$ cat src/rtl/dma_pkg.sv
package dma_pkg;
  typedef enum logic [2:0] {
    ST_IDLE,
    ST_RD,
    ST_CHK,
    ST_XF,
    ST_XR,
    ST_WB
  } dma_st_e;

  localparam int unsigned REG_STEPS = 2;
  localparam int unsigned MEM_STEPS = 4;
endpackage

$ cat src/rtl/dma_ctx.sv
module dma_ctx #(
  parameter int unsigned BW = 8
) (
  input  logic            clk,
  input  logic            rst,
  input  logic            clr,
  input  logic            cap_en,
  input  logic [1:0]      cap_slot,
  input  logic            rf_mode,
  input  logic [BW-1:0]   cap_byte,
  output logic [2*BW-1:0] cnt_q,
  output logic [2*BW-1:0] adr_q,
  output logic [2*BW-1:0] cnt_nxt,
  output logic [2*BW-1:0] adr_nxt
);
  localparam int unsigned WW = 2 * BW;

  always_ff @(posedge clk) begin
    if (rst || clr) begin
      cnt_q <= '0;
      adr_q <= '0;
    end else if (cap_en) begin
      if (rf_mode) begin
        if (cap_slot == 2'd0) cnt_q[BW-1:0] <= cap_byte;
        else                  adr_q[BW-1:0] <= cap_byte;
      end else begin
        case (cap_slot)
          2'd0:    cnt_q[WW-1:BW] <= cap_byte;
          2'd1:    cnt_q[BW-1:0]  <= cap_byte;
          2'd2:    adr_q[WW-1:BW] <= cap_byte;
          default: adr_q[BW-1:0]  <= cap_byte;
        endcase
      end
    end
  end

  always_comb begin
    cnt_nxt = cnt_q - 1'b1;
    if (rf_mode) adr_nxt = {{BW{1'b0}}, adr_q[BW-1:0] + 1'b1};
    else         adr_nxt = adr_q + 1'b1;
  end
endmodule

$ cat src/rtl/dma_step_map.sv
module dma_step_map #(
  parameter int unsigned BW = 8,
  parameter int unsigned PW = 8
) (
  input  logic            rf_mode,
  input  logic            is_wb,
  input  logic [2:0]      step,
  input  logic [PW-1:0]   cnt_ptr,
  input  logic [PW-1:0]   adr_ptr,
  input  logic [2*BW-1:0] cnt_nxt,
  input  logic [2*BW-1:0] adr_nxt,
  output logic [PW-1:0]   map_addr,
  output logic [BW-1:0]   map_data
);
  localparam int unsigned WW = 2 * BW;

  logic [PW-1:0] cbase, abase;
  assign cbase = {cnt_ptr[PW-1:1], 1'b0};
  assign abase = {adr_ptr[PW-1:1], 1'b0};

  always_comb begin
    map_addr = cbase;
    map_data = '0;
    if (rf_mode) begin
      if (is_wb) begin
        if (step == 3'd0) begin map_addr = cbase;       map_data = adr_nxt[BW-1:0]; end
        else              begin map_addr = cbase | 1'b1; map_data = cnt_nxt[BW-1:0]; end
      end else begin
        if (step == 3'd0) map_addr = cbase | 1'b1;
        else              map_addr = cbase;
      end
    end else begin
      if (is_wb) begin
        case (step)
          3'd0:    begin map_addr = abase;        map_data = adr_nxt[WW-1:BW]; end
          3'd1:    begin map_addr = abase | 1'b1; map_data = adr_nxt[BW-1:0];  end
          3'd2:    begin map_addr = cbase;        map_data = cnt_nxt[WW-1:BW]; end
          default: begin map_addr = cbase | 1'b1; map_data = cnt_nxt[BW-1:0];  end
        endcase
      end else begin
        case (step)
          3'd0:    map_addr = cbase;
          3'd1:    map_addr = cbase | 1'b1;
          3'd2:    map_addr = abase;
          default: map_addr = abase | 1'b1;
        endcase
      end
    end
  end
endmodule

$ cat src/rtl/dma_chan_engine.sv
module dma_chan_engine #(
  parameter int unsigned BW = 8,
  parameter int unsigned PW = 8
) (
  input  logic            clk,
  input  logic            rst,
  input  logic            req,
  input  logic            dir,
  input  logic [BW-1:0]   per_rdata,
  output logic [BW-1:0]   per_wdata,
  output logic            per_we,
  output logic            ack,
  input  logic [PW-1:0]   cnt_ptr,
  input  logic [PW-1:0]   adr_ptr,
  output logic [PW-1:0]   rf_addr,
  output logic            rf_we,
  output logic [BW-1:0]   rf_wdata,
  input  logic [BW-1:0]   rf_rdata,
  output logic [2*BW-1:0] mem_addr,
  output logic            mem_we,
  output logic [BW-1:0]   mem_wdata,
  input  logic [BW-1:0]   mem_rdata,
  output logic            eob_irq
);
  import dma_pkg::*;
  localparam int unsigned WW = 2 * BW;

  dma_st_e       st;
  logic [2:0]    step, n_steps;
  logic          mode_q, dir_q;
  logic [PW-1:0] cptr_q, aptr_q;
  logic [WW-1:0] cnt_q, adr_q, cnt_nxt, adr_nxt;
  logic [PW-1:0] map_addr;
  logic [BW-1:0] map_data;
  logic          cap_en, clr;

  assign n_steps = mode_q ? 3'(REG_STEPS) : 3'(MEM_STEPS);
  assign clr     = (st == ST_IDLE) && req;
  assign cap_en  = (st == ST_RD) && (step != 3'd0);

  dma_ctx #(.BW(BW)) u_ctx (
    .clk(clk), .rst(rst), .clr(clr), .cap_en(cap_en),
    .cap_slot(2'(step - 3'd1)), .rf_mode(mode_q), .cap_byte(rf_rdata),
    .cnt_q(cnt_q), .adr_q(adr_q), .cnt_nxt(cnt_nxt), .adr_nxt(adr_nxt)
  );

  dma_step_map #(.BW(BW), .PW(PW)) u_map (
    .rf_mode(mode_q), .is_wb(st == ST_WB), .step(step),
    .cnt_ptr(cptr_q), .adr_ptr(aptr_q), .cnt_nxt(cnt_nxt), .adr_nxt(adr_nxt),
    .map_addr(map_addr), .map_data(map_data)
  );

  always_comb begin
    rf_addr   = map_addr;
    rf_wdata  = map_data;
    rf_we     = (st == ST_WB);
    mem_addr  = adr_q;
    mem_wdata = per_rdata;
    mem_we    = 1'b0;
    if (st == ST_XF) begin
      if (mode_q) begin
        rf_addr  = adr_q[PW-1:0];
        rf_wdata = per_rdata;
        rf_we    = !dir_q;
      end else begin
        mem_we = !dir_q;
      end
    end
  end

  always_ff @(posedge clk) begin
    if (rst) begin
      st        <= ST_IDLE;
      step      <= '0;
      mode_q    <= 1'b0;
      dir_q     <= 1'b0;
      cptr_q    <= '0;
      aptr_q    <= '0;
      ack       <= 1'b0;
      eob_irq   <= 1'b0;
      per_we    <= 1'b0;
      per_wdata <= '0;
    end else begin
      ack     <= 1'b0;
      eob_irq <= 1'b0;
      per_we  <= 1'b0;
      case (st)
        ST_IDLE: if (req) begin
          mode_q <= cnt_ptr[0];
          dir_q  <= dir;
          cptr_q <= cnt_ptr;
          aptr_q <= adr_ptr;
          step   <= '0;
          st     <= ST_RD;
        end
        ST_RD: begin
          step <= step + 3'd1;
          if (step == n_steps) st <= ST_CHK;
        end
        ST_CHK: st <= (cnt_q == '0) ? ST_IDLE : ST_XF;
        ST_XF: begin
          step <= '0;
          st   <= dir_q ? ST_XR : ST_WB;
        end
        ST_XR: begin
          per_we    <= 1'b1;
          per_wdata <= mode_q ? rf_rdata : mem_rdata;
          st        <= ST_WB;
        end
        ST_WB: begin
          step <= step + 3'd1;
          if (step == n_steps - 3'd1) begin
            st      <= ST_IDLE;
            ack     <= 1'b1;
            eob_irq <= (cnt_nxt == '0);
          end
        end
        default: st <= ST_IDLE;
      endcase
    end
  end

  // the acknowledge is a single-cycle pulse
  p_ack_single_r9: assert property (@(posedge clk) disable iff (rst)
    ack |=> !ack);
  // the last register-file write-back precedes the acknowledge
  p_wb_before_ack_r9: assert property (@(posedge clk) disable iff (rst)
    $rose(ack) |-> $past(rf_we));
  // end of block only comes with an acknowledge
  p_eob_on_ack_r7: assert property (@(posedge clk) disable iff (rst)
    eob_irq |-> ack);
  // end of block only when the count read was one
  p_eob_last_r7: assert property (@(posedge clk) disable iff (rst)
    eob_irq |-> (cnt_q == WW'(1)));
  // no acknowledge for a zero count
  p_ack_nonzero_r8: assert property (@(posedge clk) disable iff (rst)
    ack |-> (cnt_q != '0));
  // peripheral write only for target-to-peripheral transfers
  p_perwe_dir_r3: assert property (@(posedge clk) disable iff (rst)
    per_we |-> dir_q);
  // register-file mode never writes memory
  p_no_mem_rfmode_r1: assert property (@(posedge clk) disable iff (rst)
    (st != ST_IDLE && mode_q) |-> !mem_we);
endmodule

$ cat config.mk
export PLATFORM = sky130hd
export DESIGN_NAME = dma_chan_engine
export DESIGN_NICKNAME = d
export VERILOG_FILES = /design/src/rtl/dma_pkg.sv /design/src/rtl/dma_ctx.sv /design/src/rtl/dma_step_map.sv /design/src/rtl/dma_chan_engine.sv
export SDC_FILE = /design/constraint.sdc
export NUM_CORES = 1
export LEC_CHECK = 0
export BUFFER_PORTS_ARGS = -buffer_cell sky130_fd_sc_hd__buf_2
export CAP_MARGIN = 10
export CORE_UTILIZATION = 59
export CTS_CLUSTER_DIAMETER = 60
export DETAILED_ROUTE_END_ITERATION = 6
export PLACE_DENSITY_LB_ADDON = 0.2
export SLEW_MARGIN = 0
export SYNTH_ARGS = -nofsm -noshare
export SYNTH_HDL_FRONTEND = slang
export SYNTH_SLANG_ARGS = --single-unit
$ cat constraint.sdc
create_clock -name clk -period 3.8 [get_ports clk]
set_input_delay 0.76 -clock clk [delete_from_list [all_inputs] [get_ports clk]]
set_output_delay 0.76 -clock clk [all_outputs]
set_load 0.02 [all_outputs]
Word-level counts from Yosys, hierarchy flattened

Index checks and enable logic that the tools add are counted.

Flip-flop bits (word level): 67
Bits of input ports: 44
Output and inout port bits: 53
Logic and storage cells: 102

Add/sub/neg operators: 6
Eq/ne operators: 17
Mux-type cells: 39
Bitwise operators: 3
Reductions and logical operators: 23

Operators with widths:

| cell                  | number |
|---|---|
| $mux 8                | 17 |
| $pmux 8 s3            | 3 |
| $logic_not 16->1      | 2 |
| $pmux 3 s6            | 1 |
| $add 16x1->16 const B | 1 |
| $mux 16               | 1 |
| $sub 16x1->16 const B | 1 |
| $mux 3                | 5 |
| $reduce_and 3->1      | 5 |
| $mux 1                | 10 |
| $eq 3x2->1 const B    | 3 |
| $pmux 3 s3            | 1 |
| $add 8x1->8 const B   | 1 |
| $eq 3x1->1 const B    | 2 |
| $eq 3x3->1            | 2 |
| $eq 3x3->1 const B    | 2 |
| $logic_not 3->1       | 2 |
| $ne 2x1->1 const B    | 3 |
| $ne 2x2->1 const B    | 3 |
| $reduce_bool 3->1     | 2 |
| $reduce_or 3->1       | 2 |
| $reduce_and 2->1      | 2 |
| $reduce_or 2->1       | 2 |
| $add 3x1->3 const B   | 1 |
| other kinds (11)      | 14 |

Depth between registers and ports, before layout

Word-level depth: 7
Mapped depth: 9
Mapped depth without buffers: 7

Cells and area by module

From an unflattened synthesis, not the netlist that was laid out.

Cell total of the unflattened synthesis: 503
Area total of the unflattened synthesis: 4,181.5 um^2

By module, submodules not included:

| module          | times used | cells an instance | area each (um^2) |
|---|---|---|---|
| dma_chan_engine | 1          | 212               | 1,828.0 |
| dma_ctx         | 1          | 210               | 1,756.7 |
| dma_step_map    | 1          | 81                | 596.8 |

Worst setup path before layout

No wires, ideal clock.

Path kind: reg-to-output
Start: register u_ctx.cnt_q[0]
End: output rf_wdata[0]
Data arrival time: 2.194 ns
Setup slack: 0.846 ns
Stages on the path, launching flop included: 8
Buffers on the path: 0
Path through: dfxtp_1 inv_1 ha_1 nor3b_1 nand2_1 xnor2_1 a221oi_1 o21ai_0

Cells in the longest elaborated chain, start to end: 6
Elaborated cells on any way between the ends: 8
Classes of those cells: add/sub (1); mux (7)

RTL lines:

| what                                        | RTL line                               | source |
|---|---|---|
| start, declared                             | dma_ctx.sv:11                          | `output logic [2*BW-1:0] cnt_q,` |
| start signal, assigned by index             | dma_ctx.sv:24                          | `if (cap_slot == 2'd0) cnt_q[BW-1:0] <= cap_byte;` |
| start signal, assigned by index             | dma_ctx.sv:28                          | `2'd0: cnt_q[WW-1:BW] <= cap_byte;` |
| start signal, assigned by index             | dma_ctx.sv:29                          | `2'd1: cnt_q[BW-1:0] <= cap_byte;` |
| $sub 16x1->16 (*)                           | dma_ctx.sv:38                          | `cnt_nxt = cnt_q - 1'b1;` |
| $pmux 8 s3 / $mux 8 (equally long branches) | dma_step_map.sv:34, dma_step_map.sv:26 |  |
| $mux 8 (on tied branches)                   | dma_step_map.sv:33, dma_step_map.sv:25 |  |
| $mux 8 (*)                                  | dma_step_map.sv:24                     | `if (rf_mode) begin` |
| $mux 8                                      | dma_chan_engine.sv:61                  | `if (mode_q) begin` |
| $mux 8 (*)                                  | dma_chan_engine.sv:60                  | `if (st == ST_XF) begin` |
| end, declared                               | dma_chan_engine.sv:17                  | `output logic [BW-1:0] rf_wdata,` |

Mark *: on every way between the ends. The rest lies on a longest branch, timed or not.

Worst setup path after layout

Start: register u_ctx.cnt_q[1]
End: output rf_wdata[5]

The elaborated chain is that of the path after synthesis.

==> metrics.txt <==
Required @ worst endpoint=roughly 3.0 ns; gp weighted congestion=just over 0.9; top cells by count, synth=nand2_1, dfxtp_1, nor2_1, a21oi_1, clkbuf_1; Final setup viols=0; chip width=about 86 um; Slew HR=23.3%; Post-CTS Setup Inserts=0; grt ovf=0; DIE HEIGHT=85.9 um; Seq cells post-synth=65; row cnt=30; CP max stage cell=or4_1; number of clock sinks=65; H-Tree Depth=3; syn nets=about 600; initial DRC count=~620; Hold Vio Cnt, Final=0; ys async rst share=0%; TritonCTS clock tree=done; Fmax achieved=between 0.2 and 0.3 GHz; Pre-antenna DRT Iters=5; Worst-Margin Slew=1.15 ns; initial antenna violation count=0; CTS root buffer=clkbuf_8; PostCTS Resize Cnt=0; crit path DAT=2.83 ns; pwr/cell area=a little over 300 nW/um^2; clock transition at the registers of the reported paths=roughly 0.07 ns; clock latency on the worst-skew pair=approximately 0.34 ns; cell count after synthesis=549; Yosys warning total=0; number of fill cells=~590; post-synth cell types=60; DR vias=about 4.4k; input/output buffers=95; Max-Cap Viols=0; maximum clock path buffer count=2; Post-Syn Area=roughly 4200 sq um; RSZ-0062 raised after global routing=no; die area=about 7400 sq um; Nets=roughly 670; share of layout cells above drive strength 1=between 20% and 30%; area occupied by multi-input gates=2590 sq um; TNS Setup=0 ns; final wirelength=between 10000 and 15000 um; skew final=between 0.006 and 0.007 ns; Layout area overhead=15.1%; leakage power=2.06 nW; HP Class=flip-flop to flip-flop; Cells after DPL=approximately 700; Yosys top cell by area=dfxtp_1; Largest stage delay, worst path=roughly 0.69 ns; max-slew violation count=0; most common cell in the netlist=nand2_1; kind of critical path=flip-flop to output pin; CTS Buf Count=9; diodes inserted=0; Final Cycle Share=a little over nine tenths; worst ir drop on vdd=~0.22 mV; first-pass GRT wire length=approximately 19000 um; number of flops mapped to enable cells by yosys=0; ranking of synthesized cells by area=dfxtp_1, nand2_1, mux2i_1, a21oi_1, nor2_1; vias per cell=just over 6; CP Capture Type=output pin; Seq/Total Area, Yosys=approximately 31%; largest net degree at the start of global routing=35; WL per Instance=about 17 um; CP cell instances=or4_1 > nor4_1 > mux2i_1 > a2111oi_0 > o21ai_1 > buf_2; synthesized area per cell=7.57 sq um; ys flop type=dfxtp_1; post-detail-place hpwl=a little under 9000 um; Yosys top cell area share=31.3%; core area=about 6800 sq um; post-layout minimum cycle time=around 3.6 ns; DR DRC count=0; final std cells w/o fill=slightly above 700; antenna viol nets, final=0; peak fanout along the critical path=8; Initial Util=61.2%; number of global-route vias before repair=around 3.8k; outcome=completed; register area=roughly 1300 sq um; total track usage=33.7%; critical path startpoint category=flip-flop; cts hold-fix bufs=0; num ports=97
[cell families (layout without fill, tap and decap cells)]
family / count (synthesis) / in the layout / share of synthesized area, %
flops: 65 / 65 / 31.3
fa+ha+maj: 8 / 8 / 2.41
buf+inv: 60 / 134 / 6.41
xor+xnor: 22 / 22 / 4.63
simple gates: 237 / 237 / 27.9
compound gates: 127 / 127 / 20.2
mux: 30 / 30 / 7.22
[layout make-up]
cell class | instances | share of cell area, %
multi-input combinational | 424 | 54.2
timing repair buffer | 106 | 11.7
tap | 96 | 2.51
inverter | 13 | 1.02
clock buffer | 12 | 3.03
clock inverter | 3 | 0.366
sequential | 65 | 27.2
[per-stage QoR]
step                worst slack, ns  cell area (sq um)  utilization [%]  hold slack, ns  total power, mW
floorplan                     0.846               4160                -           0.436            0.908
global placement              0.659               4620             68.0           0.444            0.985
detailed placement            0.691               4620             68.0           0.447            0.991
CTS                           0.303               4790             70.4           0.456             1.49
global route                  0.118               4790             70.4           0.477             1.56
finish                        0.207               4790             70.4           0.456             1.49
[routing by layer]
layer | GRT usage (%) | up-vias | wire (um)
li1 | - | 2111 | -
met4 | 14.1 | 0 | 363
met1 | 47.1 | 2042 | 5510
met2 | 51.2 | 245 | 5330
met3 | 6.06 | 25 | 993
met5 | 0 | - | 0
[registers in the layout, summed over array words and instances, names as in the netlist]
signal       flops
dir_q            1
eob_irq          1
aptr_q           7
step             3
u_ctx.cnt_q     16
cptr_q           8
per_we           1
ack              1
st               3
u_ctx.adr_q     16
per_wdata        8
[worst paths after layout]
kind,startpoint,end,slack [ns],cells after the start
max,u_ctx.cnt_q[1],rf_wdata[5],0.21,6
min,aptr_q[6],aptr_q[6],0.46,2
max reg2reg,step[0],u_ctx.cnt_q[0],1.22,6
min reg2reg,aptr_q[6],aptr_q[6],0.46,2
[power breakdown]
group | internal, mW | total [mW] | switching (mW) | leakage (nW)
sequential | 0.699 | 0.718 | 0.0185 | 0.526
clock | 0.249 | 0.510 | 0.261 | 0.0822
combinational | 0.0902 | 0.263 | 0.173 | 1.45
[layout by cell type, fill, tap and decap left out, drive strengths merged, types with 7 or more instances in the layout]
| cell | count |
|---|---|
| ha | 8 |
| nand2 | 85 |
| mux2i | 30 |
| xnor2 | 10 |
| dfxtp | 65 |
| nand2b | 7 |
| o21ai | 18 |
| buf | 106 |
| a21oi | 45 |
| nor3 | 14 |
| or4 | 7 |
| a21o | 8 |
| a211oi | 9 |
| clkbuf | 12 |
| nand4 | 9 |
| inv | 12 |
| nor2 | 48 |
| xor2 | 12 |
| nor4 | 14 |
| nand3 | 27 |
[worst max-delay path: cells and delay by family, from the launching register on]
| family | cells | cell delay, ns |
|---|---|---|
| and+or+nand+nor | 2 | 1.05 |
| AOI/OAI and AO/OA | 2 | 0.75 |
| DFF | 1 | 0.39 |
| buffers and inverters | 1 | 0.18 |
| muxes | 1 | 0.12 |
Power figures use the tool's default switching activity.
